[src/rtl/lcd2x_pkg.sv]
package lcd2x_pkg;

    typedef enum logic [1:0] {
        PH_A = 2'd0,
        PH_B = 2'd1,
        PH_C = 2'd2,
        PH_D = 2'd3
    } phase_e;

    // drive state of one backplane pin
    typedef struct packed {
        logic val;
        logic oe;
    } bp_drive_t;

    localparam int LINES_PER_FULL = 4;
    localparam int TOP_LINES      = 3;

    // bit order {g,f,e,d,c,b,a}
    function automatic logic [6:0] seg7_full(input logic [3:0] code);
        logic [6:0] s;
        case (code)
            4'd0:    s = 7'h3F;
            4'd1:    s = 7'h06;
            4'd2:    s = 7'h5B;
            4'd3:    s = 7'h4F;
            4'd4:    s = 7'h66;
            4'd5:    s = 7'h6D;
            4'd6:    s = 7'h7D;
            4'd7:    s = 7'h07;
            4'd8:    s = 7'h7F;
            4'd9:    s = 7'h6F;
            default: s = 7'h00;
        endcase
        return s;
    endfunction

    function automatic logic [6:0] seg7_top(input logic [1:0] code);
        logic [6:0] s;
        case (code)
            2'd1:    s = 7'h06;
            2'd2:    s = 7'h5B;
            2'd3:    s = 7'h4F;
            default: s = 7'h00;
        endcase
        return s;
    endfunction

endpackage

[src/rtl/lcd2x_tick_timer.sv]
module lcd2x_tick_timer #(
    parameter int CLK_DIV     = 500,
    parameter int PHASE_TICKS = 2500
) (
    input  logic clk,
    input  logic rst,
    input  logic run,
    output logic phase_end
);
    localparam int PRE_W = (CLK_DIV > 1) ? $clog2(CLK_DIV) : 1;
    localparam int PH_W  = (PHASE_TICKS > 1) ? $clog2(PHASE_TICKS) : 1;
    localparam logic [PRE_W-1:0] PRE_LOAD = PRE_W'(CLK_DIV - 1);
    localparam logic [PH_W-1:0]  PH_LOAD  = PH_W'(PHASE_TICKS - 1);

    logic [PRE_W-1:0] pre_cnt;
    logic [PH_W-1:0]  ph_cnt;
    logic             tick;

    assign tick      = run && (pre_cnt == '0);
    assign phase_end = tick && (ph_cnt == '0);

    always_ff @(posedge clk) begin
        if (rst || !run) begin
            pre_cnt <= PRE_LOAD;
            ph_cnt  <= PH_LOAD;
        end else if (tick) begin
            pre_cnt <= PRE_LOAD;
            ph_cnt  <= (ph_cnt == '0) ? PH_LOAD : ph_cnt - 1'b1;
        end else begin
            pre_cnt <= pre_cnt - 1'b1;
        end
    end
endmodule

[src/rtl/lcd2x_phase_seq.sv]
module lcd2x_phase_seq
    import lcd2x_pkg::*;
(
    input  logic   clk,
    input  logic   rst,
    input  logic   disp_en,
    input  logic   phase_end,
    output logic   run,
    output phase_e phase,
    output logic   frame_load
);
    logic start_frame;
    logic wrap_frame;

    assign start_frame = disp_en && !run;
    assign wrap_frame  = disp_en && run && phase_end && (phase == PH_D);
    assign frame_load  = start_frame || wrap_frame;

    always_ff @(posedge clk) begin
        if (rst || !disp_en) begin
            run   <= 1'b0;
            phase <= PH_A;
        end else if (start_frame) begin
            run   <= 1'b1;
            phase <= PH_A;
        end else if (phase_end) begin
            phase <= phase_e'(phase + 2'd1);
        end
    end
endmodule

[src/rtl/lcd2x_seg_encode.sv]
module lcd2x_seg_encode
    import lcd2x_pkg::*;
#(
    parameter int NUM_FULL = 3
) (
    input  logic [4*NUM_FULL-1:0] dig_code,
    input  logic [1:0]            top_code,
    input  logic [NUM_FULL-1:0]   dp_en,
    output logic [LINES_PER_FULL*NUM_FULL+TOP_LINES-1:0] on1,
    output logic [LINES_PER_FULL*NUM_FULL+TOP_LINES-1:0] on2
);
    localparam int TB = LINES_PER_FULL * NUM_FULL;

    for (genvar gi = 0; gi < NUM_FULL; gi++) begin : g_full
        logic [6:0] s;
        assign s = seg7_full(dig_code[4*gi +: 4]);
        assign on1[4*gi+0] = s[0];      // a
        assign on2[4*gi+0] = s[5];      // f
        assign on1[4*gi+1] = s[1];      // b
        assign on2[4*gi+1] = s[6];      // g
        assign on1[4*gi+2] = s[2];      // c
        assign on2[4*gi+2] = s[4];      // e
        assign on1[4*gi+3] = dp_en[gi]; // point
        assign on2[4*gi+3] = s[3];      // d
    end

    logic [6:0] ts;
    assign ts = seg7_top(top_code);
    assign on1[TB+0] = ts[0];
    assign on2[TB+0] = ts[6];
    assign on1[TB+1] = ts[1];
    assign on2[TB+1] = ts[4];
    assign on1[TB+2] = ts[2];
    assign on2[TB+2] = ts[3];
endmodule

[src/rtl/lcd2x_out_drive.sv]
module lcd2x_out_drive
    import lcd2x_pkg::*;
#(
    parameter int LINES = 15
) (
    input  logic             run,
    input  phase_e           phase,
    input  logic [LINES-1:0] on1,
    input  logic [LINES-1:0] on2,
    output logic [LINES-1:0] seg,
    output bp_drive_t        bp1,
    output bp_drive_t        bp2
);
    localparam bp_drive_t DRV_HI  = '{val: 1'b1, oe: 1'b1};
    localparam bp_drive_t DRV_LO  = '{val: 1'b0, oe: 1'b1};
    localparam bp_drive_t RELEASE = '{val: 1'b0, oe: 1'b0};

    always_comb begin
        seg = '0;
        bp1 = DRV_LO;
        bp2 = DRV_LO;
        if (run) begin
            case (phase)
                PH_A: begin seg = ~on1; bp1 = DRV_HI;  bp2 = RELEASE; end
                PH_B: begin seg = ~on2; bp1 = RELEASE; bp2 = DRV_HI;  end
                PH_C: begin seg = on1;  bp1 = DRV_LO;  bp2 = RELEASE; end
                default: begin seg = on2; bp1 = RELEASE; bp2 = DRV_LO; end
            endcase
        end
    end
endmodule

[src/rtl/lcd2x_driver.sv]
module lcd2x_driver
    import lcd2x_pkg::*;
#(
    parameter int NUM_FULL    = 3,
    parameter int CLK_DIV     = 500,
    parameter int PHASE_TICKS = 2500
) (
    input  logic                  clk,
    input  logic                  rst,
    input  logic                  disp_en,
    input  logic [4*NUM_FULL-1:0] dig_code,
    input  logic [1:0]            top_code,
    input  logic [NUM_FULL-1:0]   dp_en,
    output logic [4*NUM_FULL+2:0] seg_line,
    output logic                  bp1_val,
    output logic                  bp1_oe,
    output logic                  bp2_val,
    output logic                  bp2_oe
);
    localparam int LINES = LINES_PER_FULL * NUM_FULL + TOP_LINES;

    logic             run;
    phase_e           phase;
    logic             phase_end;
    logic             frame_load;
    logic [LINES-1:0] nxt_on1, nxt_on2;
    logic [LINES-1:0] lat_on1, lat_on2;
    bp_drive_t        bp1, bp2;

    lcd2x_tick_timer #(
        .CLK_DIV    (CLK_DIV),
        .PHASE_TICKS(PHASE_TICKS)
    ) u_timer (
        .clk      (clk),
        .rst      (rst),
        .run      (run),
        .phase_end(phase_end)
    );

    lcd2x_phase_seq u_seq (
        .clk       (clk),
        .rst       (rst),
        .disp_en   (disp_en),
        .phase_end (phase_end),
        .run       (run),
        .phase     (phase),
        .frame_load(frame_load)
    );

    lcd2x_seg_encode #(.NUM_FULL(NUM_FULL)) u_enc (
        .dig_code(dig_code),
        .top_code(top_code),
        .dp_en   (dp_en),
        .on1     (nxt_on1),
        .on2     (nxt_on2)
    );

    // frame capture register: updated only on a frame start
    always_ff @(posedge clk) begin
        if (rst) begin
            lat_on1 <= '0;
            lat_on2 <= '0;
        end else if (frame_load) begin
            lat_on1 <= nxt_on1;
            lat_on2 <= nxt_on2;
        end
    end

    lcd2x_out_drive #(.LINES(LINES)) u_drv (
        .run  (run),
        .phase(phase),
        .on1  (lat_on1),
        .on2  (lat_on2),
        .seg  (seg_line),
        .bp1  (bp1),
        .bp2  (bp2)
    );

    assign bp1_val = bp1.val;
    assign bp1_oe  = bp1.oe;
    assign bp2_val = bp2.val;
    assign bp2_oe  = bp2.oe;
endmodule

[config.mk]
export PLATFORM = sky130hd
export DESIGN_NAME = lcd2x_driver
export DESIGN_NICKNAME = d
export VERILOG_FILES = /design/src/rtl/lcd2x_pkg.sv /design/src/rtl/lcd2x_tick_timer.sv /design/src/rtl/lcd2x_phase_seq.sv /design/src/rtl/lcd2x_seg_encode.sv /design/src/rtl/lcd2x_out_drive.sv /design/src/rtl/lcd2x_driver.sv
export SDC_FILE = /design/constraint.sdc
export NUM_CORES = 1
export LEC_CHECK = 0
export BUFFER_PORTS_ARGS = -buffer_cell sky130_fd_sc_hd__buf_2
export CORE_MARGIN = 1
export CORE_UTILIZATION = 40
export DETAILED_ROUTE_END_ITERATION = 7
export PLACE_DENSITY_LB_ADDON = 0.15
export SYNTH_ARGS = -nofsm -noshare
export SYNTH_HDL_FRONTEND = slang
export SYNTH_HIERARCHICAL = 1
export SYNTH_SLANG_ARGS = --single-unit
[constraint.sdc]
create_clock -name clk -period 5.16 [get_ports clk]
set_input_delay 1.032 -clock clk [delete_from_list [all_inputs] [get_ports clk]]
set_output_delay 1.032 -clock clk [all_outputs]
set_load 0.02 [all_outputs]
==> summary.md <==
| Metric | Value |
|---|---|
| Logic pwr share | 15.6% |
| Syn Nets | ~400 |
| Std cell rows | 33 |
| PwrDens | 229 nW/µm² |
| Inserted Diodes | 0 |
| Sequential Power Share | between 50% and 60% |
| Initial antenna violation count | 0 |
| Reg2reg end | lat_on1[4] |
| Fin Hold WS | between 0.4 and 0.5 ns |
| Cell taking the most area after synthesis | dfxtp_1 |
| Root Driver | clkbuf_8 |
| Clk pwr share | between 30% and 40% |
| Fmax | ~320 MHz |
| Pre-antenna DRT Iters | 4 |
| Worst-margin pin slew | between 1 and 1.5 ns |
| DRT Wirelength | approximately 6300 µm |
| GRT Residual Overflow | 0 |
| Max IR drop VDD | 0.0928 mV |
| Status | completed |
| Tmin final | 3.10 ns |
| Full die area | just under 9000 µm² |
| R2r startpoint | u_seq/run |
| Clk slew on worst S/H paths | roughly 0.10 ns |
| Nets | around 420 |
| Flop2flop setup slack | between 2 and 2.5 ns |
| Final Hold Viols | 0 |
| Clk buf depth | 2 |
| Fraction of registers with async set/reset | 0% |
| WHS Path Cells | 1 |
| Syn Area/Cell | approximately 9.3 µm² |
| IO Pins | 39 |
| Synth warn | 6 |
| Crit start category | flip-flop |
| Die X | approximately 94 µm |
| Required time of the critical path | about 4.1 ns |
| Final period utilization | between 60% and 70% |
| CP endpoint | seg_line[7] |
| EDFF count, synth | 0 |
| Most common cell after layout, fill and taps aside | mux2i_1 |
| Routed via count | around 2500 |
| Hold Buf Count CTS | 0 |
| Worst clock skew | 0.00721 ns |
| Arr. time, crit path | around 2.1 ns |
| CTS Sinks | 54 |
| WL/cell | 12.9 µm |
| Sequential share of the synthesized area | 32.3% |
| Power Internal | around 600 µW |
| Largest net degree at the start of global routing | 35 |
| Area growth syn-to-layout | 6.87% |
| Post-synth cell types | 54 |
| Critical path capture point type | output pin |
| Yosys top cell area share | between 30% and 40% |
| Cells after synthesis | 362 |
| Total CTS buffers | 5 |
| Die height | around 94 µm |
| HPWL Detailed | ~4500 µm |
| Sw Ratio | 27.1% |
| Global-route wire length before repair | ~11000 µm |
| 1st-iter DRT viols | 85 |
| P_leak | around 1.6 nW |
| Max-slew violations | 0 |
| Worst R2R Path Depth | 8 |
| Synth top area cells | dfxtp_1 (32%), mux2i_1 (19%), ha_1 (8.2%) |
| Hold WC Path Type | reg -> reg |
| I/O Buffers | 38 |
| Number of routed nets with antenna violations | 0 |
| Sw Pwr | 222 µW |
| Critical path fanouts, max | 19 |
| CTS tree | yes |
| Core box area | approximately 8200 µm² |
| # resized after CTS | 0 |
| RSZ-0062 raised after global routing | false |
| Fraction of layout cells with a size suffix above 1 | between 10% and 20% |
| Worst rel slew slack | between 30 and 40% |
| Worst Setup Path Type | reg -> out |
| DRC violations left | 0 |
| GRT Resource Usage Total | 15.5% |
| Synth Flop Type | dfxtp_1 |
| Worst Setup SP | u_seq/phase[0] |
| Worst-Skew Late Latency | around 0.31 ns |
| # Post-CTS Setup Buffers | 0 |
| Most frequent cells in the layout | mux2i_1 (64), dfxtp_1 (54), nor2_1 (45), buf_2 (38), inv_1 (23) |
| # Max-Cap Violations | 0 |
| #FFs+latches synth | between 50 and 60 |
| Final setup viols | 0 |
| Vias in the first global route | 2306 |
| Starting density of the core | between 40% and 50% |
| Placer Congestion | ~0.79 |
| Setup TNS | 0 ns |
| # H-tree levels | 2 |
| Synth Cell Area | 3350 µm² |
| Post-DR vias/cell | 5.03 |
-- final cells by class --
cell class / count / area, µm²
Clock inverter: 2 / 16.3
Clock buffer: 6 / 82.6
Timing Repair Buffer: 39 / 198
Sequential cell: 54 / 1080
Fill cell: 820 / 4600
Multi-Input combinational cell: 259 / 1980
Tap cell: 105 / 131
Inverter: 23 / 86.3
-- power groups by stage --
stage	registers, mW	clock network (mW)	logic [mW]
6_report	0.441	0.250	0.128
5_1_grt	0.444	0.282	0.143
4_1_cts	0.441	0.262	0.130
3_5_place_dp	0.451	0	0.129
3_3_place_gp	0.451	0	0.127
2_1_floorplan	0.447	0	0.107
-- routing by layer --
layer  up-vias  GRT usage, %  wire, µm
met1      1134          20.6      3180
met2        29          25.2      2820
li1       1285             -         -
met3         8          3.01       211
met5         -             0         0
met4         0          4.36        73
-- cell usage after synthesis (2+ instances only) --
cell / count
xor2_1: 2
xnor2_1: 8
mux2i_1: 64
ha_1: 22
nor3_1: 4
and3_1: 3
o21ai_0: 12
nand2_1: 16
buf_12: 4
nor4_1: 5
nor4b_2: 2
buf_6: 2
o31a_1: 2
buf_2: 4
a31o_2: 2
nand2b_4: 2
nand4_1: 2
or4_1: 2
nand2b_1: 5
dfxtp_1: 54
inv_1: 23
clkbuf_1: 9
or2_2: 2
buf_4: 7
and2_1: 2
a21oi_1: 7
nor2b_1: 4
nand3_1: 2
a21o_1: 4
nor2_1: 45
or3_1: 4
o22ai_1: 14
-- flip-flops by register name, indices dropped and copies added (netlist names) --
register         flops
lat_on1             15
u_timer/pre_cnt      9
lat_on2             15
u_seq/phase          2
u_seq/run            1
u_timer/ph_cnt      12
-- worst min-delay path by stage --
stage | start | endpoint | slack (ns)
final | u_timer/pre_cnt[0] | u_timer/pre_cnt[0] | 0.41
after global routing | u_timer/pre_cnt[0] | u_timer/pre_cnt[0] | 0.44
after CTS | u_timer/pre_cnt[0] | u_timer/pre_cnt[0] | 0.41
after detailed placement | u_timer/pre_cnt[0] | u_timer/pre_cnt[0] | 0.39
after global placement | u_timer/pre_cnt[0] | u_timer/pre_cnt[0] | 0.38
after floorplan | u_timer/pre_cnt[0] | u_timer/pre_cnt[0] | 0.37
-- through the flow --
step / total power, mW / utilization, % / instances / worst slack [ns] / instance area (µm²)
finish: 0.819 / 43.8 / 488 / 2.06 / 3580
global placement: 0.579 / 42.6 / 480 / 2.33 / 3480
CTS: 0.833 / 43.8 / 488 / 2.00 / 3580
detailed placement: 0.580 / 42.6 / 480 / 2.33 / 3480
floorplan: 0.554 / - / 362 / 2.83 / 3350
global route: 0.869 / 43.8 / 488 / 1.84 / 3580
-- critical path, stage by stage, from the launching register on --
cell	delay, ns
dfxtp_1	1.01
mux2i_1	0.32
mux2i_1	0.23
buf_2	0.20
-- logic make-up after synthesis --
group | after synthesis | share of synthesized area [%]
compound gates | 54 | 10.8
simple gates | 109 | 18.2
buf+inv | 49 | 8.82
xor+xnor | 10 | 2.62
flops | 54 | 32.3
fa+ha+maj | 22 | 8.22
mux | 64 | 19.1
(Power assumes the default switching activity.)
